**src/rtl/sysreg_pkg.sv**
```systemverilog
package sysreg_pkg;

    localparam int FLAG_W   = 5;

    localparam int BIT_Z    = 0;
    localparam int BIT_S    = 1;
    localparam int BIT_OV   = 2;
    localparam int BIT_CY   = 3;
    localparam int BIT_SAT  = 4;
    localparam int BIT_IDIS = 5;
    localparam int BIT_EXCP = 6;
    localparam int BIT_NMIP = 7;

    typedef enum logic [1:0] {
        INTC_NONE    = 2'd0,
        INTC_DISABLE = 2'd1,
        INTC_ENABLE  = 2'd2
    } intc_e;

    typedef struct packed {
        logic [FLAG_W-1:0] mask;
        logic [FLAG_W-1:0] value;
    } flag_upd_t;

endpackage

```
**src/rtl/sysreg_intc_dec.sv**
```systemverilog
module sysreg_intc_dec
    import sysreg_pkg::*;
(
    input  logic  dis_i,
    input  logic  en_i,
    output intc_e cmd_o
);

    // Disable has priority when both commands coincide.
    always_comb begin
        if (dis_i) begin
            cmd_o = INTC_DISABLE;
        end else if (en_i) begin
            cmd_o = INTC_ENABLE;
        end else begin
            cmd_o = INTC_NONE;
        end
    end

endmodule

```
**src/rtl/sysreg_stat_next.sv**
```systemverilog
module sysreg_stat_next
    import sysreg_pkg::*;
#(
    parameter int XLEN = 32
) (
    input  logic [XLEN-1:0] cur_i,
    input  flag_upd_t       upd_i,
    input  intc_e           intc_i,
    output logic [XLEN-1:0] nxt_o,
    output logic            we_o
);

    logic [XLEN-1:0] flag_merged;

    // Per-bit merge of the masked flag values.
    generate
        for (genvar b = 0; b < XLEN; b++) begin : g_bit
            if (b < FLAG_W) begin : g_flag
                assign flag_merged[b] = upd_i.mask[b] ? upd_i.value[b] : cur_i[b];
            end else begin : g_keep
                assign flag_merged[b] = cur_i[b];
            end
        end
    endgenerate

    always_comb begin
        nxt_o = flag_merged;
        unique case (intc_i)
            INTC_DISABLE: nxt_o[BIT_IDIS] = 1'b1;
            INTC_ENABLE:  nxt_o[BIT_IDIS] = 1'b0;
            default:      ;
        endcase
        we_o = (|upd_i.mask) || (intc_i != INTC_NONE);
    end

endmodule

```
**src/rtl/sysreg_bank.sv**
```systemverilog
module sysreg_bank #(
    parameter int NUM_REGS = 32,
    parameter int XLEN     = 32,
    parameter int STAT_IDX = 5,
    localparam int IDX_W   = $clog2(NUM_REGS)
) (
    input  logic                          clk,
    input  logic                          rst_n,
    input  logic                          ld_en_i,
    input  logic [IDX_W-1:0]              ld_sel_i,
    input  logic [XLEN-1:0]               ld_val_i,
    input  logic                          stat_we_i,
    input  logic [XLEN-1:0]               stat_val_i,
    output logic [NUM_REGS-1:0][XLEN-1:0] regs_o
);

    typedef struct packed {
        logic [NUM_REGS-1:0][XLEN-1:0] ent;
    } bank_t;

    bank_t               bank_d, bank_q;
    logic [NUM_REGS-1:0] ld_hit;

    generate
        for (genvar g = 0; g < NUM_REGS; g++) begin : g_hit
            assign ld_hit[g] = ld_en_i && (ld_sel_i == IDX_W'(g));
        end
    endgenerate

    // Explicit load beats the status-word side path on the same entry.
    always_comb begin
        bank_d = bank_q;
        for (int i = 0; i < NUM_REGS; i++) begin
            if (ld_hit[i]) begin
                bank_d.ent[i] = ld_val_i;
            end else if ((i == STAT_IDX) && stat_we_i) begin
                bank_d.ent[i] = stat_val_i;
            end
        end
    end

    always_ff @(posedge clk) begin
        if (!rst_n) begin
            bank_q <= '0;
        end else begin
            bank_q <= bank_d;
        end
    end

    assign regs_o = bank_q.ent;

endmodule

```
**src/rtl/sysreg_rdmux.sv**
```systemverilog
module sysreg_rdmux #(
    parameter int NUM_REGS = 32,
    parameter int XLEN     = 32,
    localparam int IDX_W   = $clog2(NUM_REGS)
) (
    input  logic [NUM_REGS-1:0][XLEN-1:0] regs_i,
    input  logic [IDX_W-1:0]              sel_i,
    output logic [XLEN-1:0]               val_o
);

    always_comb begin
        val_o = regs_i[sel_i];
    end

endmodule

```
**src/rtl/sysreg_file.sv**
```systemverilog
module sysreg_file
    import sysreg_pkg::*;
#(
    parameter int NUM_REGS = 32,
    parameter int XLEN     = 32,
    parameter int STAT_IDX = 5,
    localparam int IDX_W   = $clog2(NUM_REGS)
) (
    input  logic              clk,
    input  logic              rst_n,
    input  logic              ld_en_i,
    input  logic [IDX_W-1:0]  ld_sel_i,
    input  logic [XLEN-1:0]   ld_val_i,
    input  logic [IDX_W-1:0]  st_sel_i,
    output logic [XLEN-1:0]   st_val_o,
    input  logic              irq_dis_i,
    input  logic              irq_en_i,
    input  logic [FLAG_W-1:0] flg_mask_i,
    input  logic [FLAG_W-1:0] flg_val_i,
    output logic [XLEN-1:0]   stat_o
);

    logic [NUM_REGS-1:0][XLEN-1:0] regs;
    intc_e                         intc_cmd;
    flag_upd_t                     flag_upd;
    logic [XLEN-1:0]               stat_nxt;
    logic                          stat_we;

    assign flag_upd.mask  = flg_mask_i;
    assign flag_upd.value = flg_val_i;

    sysreg_intc_dec u_intc (
        .dis_i (irq_dis_i),
        .en_i  (irq_en_i),
        .cmd_o (intc_cmd)
    );

    sysreg_stat_next #(.XLEN(XLEN)) u_stat (
        .cur_i  (regs[STAT_IDX]),
        .upd_i  (flag_upd),
        .intc_i (intc_cmd),
        .nxt_o  (stat_nxt),
        .we_o   (stat_we)
    );

    sysreg_bank #(
        .NUM_REGS (NUM_REGS),
        .XLEN     (XLEN),
        .STAT_IDX (STAT_IDX)
    ) u_bank (
        .clk        (clk),
        .rst_n      (rst_n),
        .ld_en_i    (ld_en_i),
        .ld_sel_i   (ld_sel_i),
        .ld_val_i   (ld_val_i),
        .stat_we_i  (stat_we),
        .stat_val_i (stat_nxt),
        .regs_o     (regs)
    );

    sysreg_rdmux #(.NUM_REGS(NUM_REGS), .XLEN(XLEN)) u_rd (
        .regs_i (regs),
        .sel_i  (st_sel_i),
        .val_o  (st_val_o)
    );

    assign stat_o = regs[STAT_IDX];

endmodule

```
**config.mk**
```make
export PLATFORM = sky130hd
export DESIGN_NAME = sysreg_file
export DESIGN_NICKNAME = d
export VERILOG_FILES = /design/src/rtl/sysreg_pkg.sv /design/src/rtl/sysreg_intc_dec.sv /design/src/rtl/sysreg_stat_next.sv /design/src/rtl/sysreg_bank.sv /design/src/rtl/sysreg_rdmux.sv /design/src/rtl/sysreg_file.sv
export SDC_FILE = /design/constraint.sdc
export NUM_CORES = 2
export LEC_CHECK = 0
export BUFFER_PORTS_ARGS = -buffer_cell sky130_fd_sc_hd__clkbuf_2
export CORE_UTILIZATION = 26
export DETAILED_ROUTE_END_ITERATION = 12
export GPL_ROUTABILITY_DRIVEN = 1
export SLEW_MARGIN = 20
export SYNTH_ARGS = -nofsm -noshare
export SYNTH_HDL_FRONTEND = slang
export SYNTH_SLANG_ARGS = --single-unit
```
**constraint.sdc**
```tcl
create_clock -name clk -period 1.8 [get_ports clk]
set_input_delay 0.09 -clock clk [delete_from_list [all_inputs] [get_ports clk]]
set_output_delay 0.09 -clock clk [all_outputs]
set_load 0.05 [all_outputs]
```
==> impl_metrics.tcl <==
set metrics [dict create \
    yosysTopAreaCellShare_pct 43.7 \
    wl_per_cell_um 20.2 \
    dpl.cell_count 8029 \
    grt_remaining_overflow 0 \
    commonest_non_fill_non_tap_cells_in_the_layout "sky130_fd_sc_hd__nand2_1, sky130_fd_sc_hd__dfxtp_1, sky130_fd_sc_hd__a21boi_0, sky130_fd_sc_hd__mux2i_1, sky130_fd_sc_hd__buf_4" \
    synth.cell_area_sq_um 46900 \
    worst_setup_hold_path_clk_slew_ps 60 \
    floorplan.rows 155 \
    rr_worst_depth 5 \
    grt_antenna_before_repair 12 \
    timing_worst_slew_pin_value_ps 1040 \
    via_per_inst 4.98 \
    synth.top_cells.by_area "sky130_fd_sc_hd__dfxtp_1, sky130_fd_sc_hd__nand2_1, sky130_fd_sc_hd__a21boi_0" \
    tritoncts_clock_tree "built" \
    synth_warnings 0 \
    top_level_ports 121 \
    die_width_um 427 \
    globalplace.congestion 0.844 \
    detailedPlace.worstSlack_ps -422 \
    setup.reg_to_reg.worst_slack_ps 360 \
    crit-reg2reg-launch "u_bank.regs_o[162]" \
    timing.final.setup_violations 32 \
    finClkSkew_ps 0 \
    end_of_the_worst_register_to_register_path "u_bank.regs_o[162]" \
    maxCapViolCount 0 \
    hold_path_class "in -> reg" \
    first_pass_grt_wire_length_um 251000 \
    die-area_sq_um 182000 \
    finalHoldViolCount 0 \
    final_min_period_over_clock_period_pct 129 \
    grt_usage_pct 17.8 \
    design.final.nets 5885 \
    finalCriticalPeriod_ps 2330 \
    final_cell_count_no_fill 8278 \
    most_common_cell_after_layout_fill_and_taps_aside "sky130_fd_sc_hd__nand2_1" \
    critical_path.endpoint_type "primary output" \
    wirelength_um 167000 \
    max-clock-path-buffers 3 \
    timing.hold.worst_endpoint "u_bank.regs_o[497]" \
    netlist.top_cell.by_area "sky130_fd_sc_hd__dfxtp_1" \
    report.final.slew_viol_count 0 \
    num_vias 41200 \
    grt_start_max_net_pins 105 \
    grt_pass1_vias 39600 \
    final_antenna_net_count 0 \
    run_status "finished with violations" \
    number_of_sinks_on_the_clock_net 1024 \
    max_slew_margin_pct 30.6 \
    min_from "ld_val_i[17]" \
    crit_path_start_kind "flop" \
    fmax_mhz 430 \
    largest_reg_flops 1024 \
    irDropWorstVdd_mv 0.735 \
    setup.worst_path.class "reg -> out" \
    power_leakage_nw 20.1 \
    detail_route.drc_violations 0 \
    layout-drive-gt1-share_pct 15.5 \
    asyncSetResetFlopFracSynth_pct 0 \
    synth_cell_types 30 \
    failed_checks "setup timing" \
    area_growth_syn_to_layout_pct 23.5 \
    worst_slack_ps -526 \
    syn_area_per_cell_sq_um 8.09 \
    cts.root.buffer_cell "sky130_fd_sc_hd__clkbuf_16" \
    clock_insertion_delay_worst_skew_ps 700 \
    chipHeight_um 427 \
    fillerInstances 18300 \
    synthesis.instances 5796 \
    detail_route.iter0.violations 3608 \
    place_hpwl_um 104000 \
    syn-num-nets 5853 \
    hold_path_depth 3 \
    cts_made_buffers 108 \
    grt_setup_unrepaired "true" \
    number_of_i_o_port_buffers 120 \
    ys_seq_elements 1024 \
    detailedRoute.firstPassIterationCount 8 \
    synth_edf_count 0 \
    initial_cell_density_of_the_core_pct 26.2 \
    post_synth_top_flop "sky130_fd_sc_hd__dfxtp_1" \
    critical_path_peak_fanout 2 \
    clock_tree.htree_level_count 3 \
    power.density_cell_area_nw_per_um2 895 \
    worstPathRequired_ps 1710 \
    share_of_synthesized_area_occupied_by_flip_flops_and_latches_pct 43.7 \
    worstPathArrival_ps 2240 \
    core_outline_area_sq_um 179000 \
]
-- cells by family (layout without fill, tap and decap cells) --
group           count (synthesis)  in the layout  share of synthesized area (%)
flops                        1024           1024                           43.7
simple gates                 2390           2390                           20.0
mux                           517            517                           11.0
buf+inv                       584            704                           5.19
other cells                     0              7                              0
compound gates               1281           1281                           20.0
-- routing by layer --
metal	track usage, %	up-vias	wire, um
li1	-	19300	-
met1	22.7	20200	70600
met2	30.3	1351	80700
met3	2.38	328	10500
met4	6.62	8	5550
met5	0	-	42
-- cell usage after synthesis (14+ instances only) --
cell / n
sky130_fd_sc_hd__a21oi_1: 97
sky130_fd_sc_hd__nand2_1: 2171
sky130_fd_sc_hd__mux2i_1: 517
sky130_fd_sc_hd__nand4_1: 33
sky130_fd_sc_hd__buf_2: 88
sky130_fd_sc_hd__clkbuf_1: 418
sky130_fd_sc_hd__nand3_1: 128
sky130_fd_sc_hd__a22oi_1: 160
sky130_fd_sc_hd__a21boi_0: 835
sky130_fd_sc_hd__nor2_1: 14
sky130_fd_sc_hd__and2_1: 14
sky130_fd_sc_hd__a21boi_1: 183
sky130_fd_sc_hd__buf_1: 42
sky130_fd_sc_hd__buf_4: 35
sky130_fd_sc_hd__dfxtp_1: 1024
-- power breakdown --
group          internal [W]  switching (W)  total [W]
clock network        0.0142        0.00954     0.0237
registers            0.0228      0.0000961     0.0229
logic               0.00207        0.00308    0.00515
-- per-stage QoR --
| stage | utilization (%) | TNS, ps | instance area [sq um] | hold slack (ps) | power [W] |
|---|---|---|---|---|---|
| 2_1_floorplan | - | 0 | 46900 | 235 | 0.0260 |
| 3_3_place_gp | 29.5 | -5570 | 52700 | 417 | 0.0282 |
| 3_5_place_dp | 29.5 | -5470 | 52700 | 431 | 0.0282 |
| 4_1_cts | 32.1 | -11320 | 57400 | 12.1 | 0.0520 |
| 5_1_grt | 32.4 | -11080 | 57900 | 49.9 | 0.0532 |
| 6_report | 32.4 | -9350 | 57900 | 57.7 | 0.0518 |
-- how the worst max path moves through the flow --
stage                             from            to  slack (ps)  depth (start not counted)
global route        u_bank.regs_o[875]  st_val_o[11]        -510                          6
detailed placement         st_sel_i[1]  st_val_o[10]        -420                         10
CTS                 u_bank.regs_o[171]  st_val_o[11]        -510                          6
floorplan                  st_sel_i[1]  st_val_o[15]          10                          7
finish               u_bank.regs_o[75]  st_val_o[11]        -530                          6
global placement           st_sel_i[1]  st_val_o[10]        -440                         10
-- final cells by class --
class                           instances  area [sq um]  area share [%]
Multi-Input combinational cell       4188         24700            42.7
Sequential cell                      1024         20600            35.6
Timing Repair Buffer                  505          5790            10.0
Clock buffer                          161          3260            5.62
Tap cell                             2355          2950            5.09
Clock inverter                         37           527           0.909
Antenna cell                            7          17.5          0.0302
Inverter                                1          3.75         0.00648
-- critical path, stage by stage, from the launching register on --
cell and delay [ps]:
sky130_fd_sc_hd__dfxtp_2 320, sky130_fd_sc_hd__mux2i_1 180, sky130_fd_sc_hd__a22oi_2 150, sky130_fd_sc_hd__nand3_2 150, sky130_fd_sc_hd__nand4_1 340, sky130_fd_sc_hd__buf_12 260
sky130_fd_sc_hd__buf_12 140
-- timing repair --
item / CTS / global route
endpoints found under the hold margin: 595 / 0
hold buffers: 35 / 0
setup endpoints to repair: 32 / 32
cloned: 0 / 0
buffers inserted: 3 / 8
pin swaps: 96 / 102
gates resized for setup: 166 / 119
(Power assumes the default switching activity.)
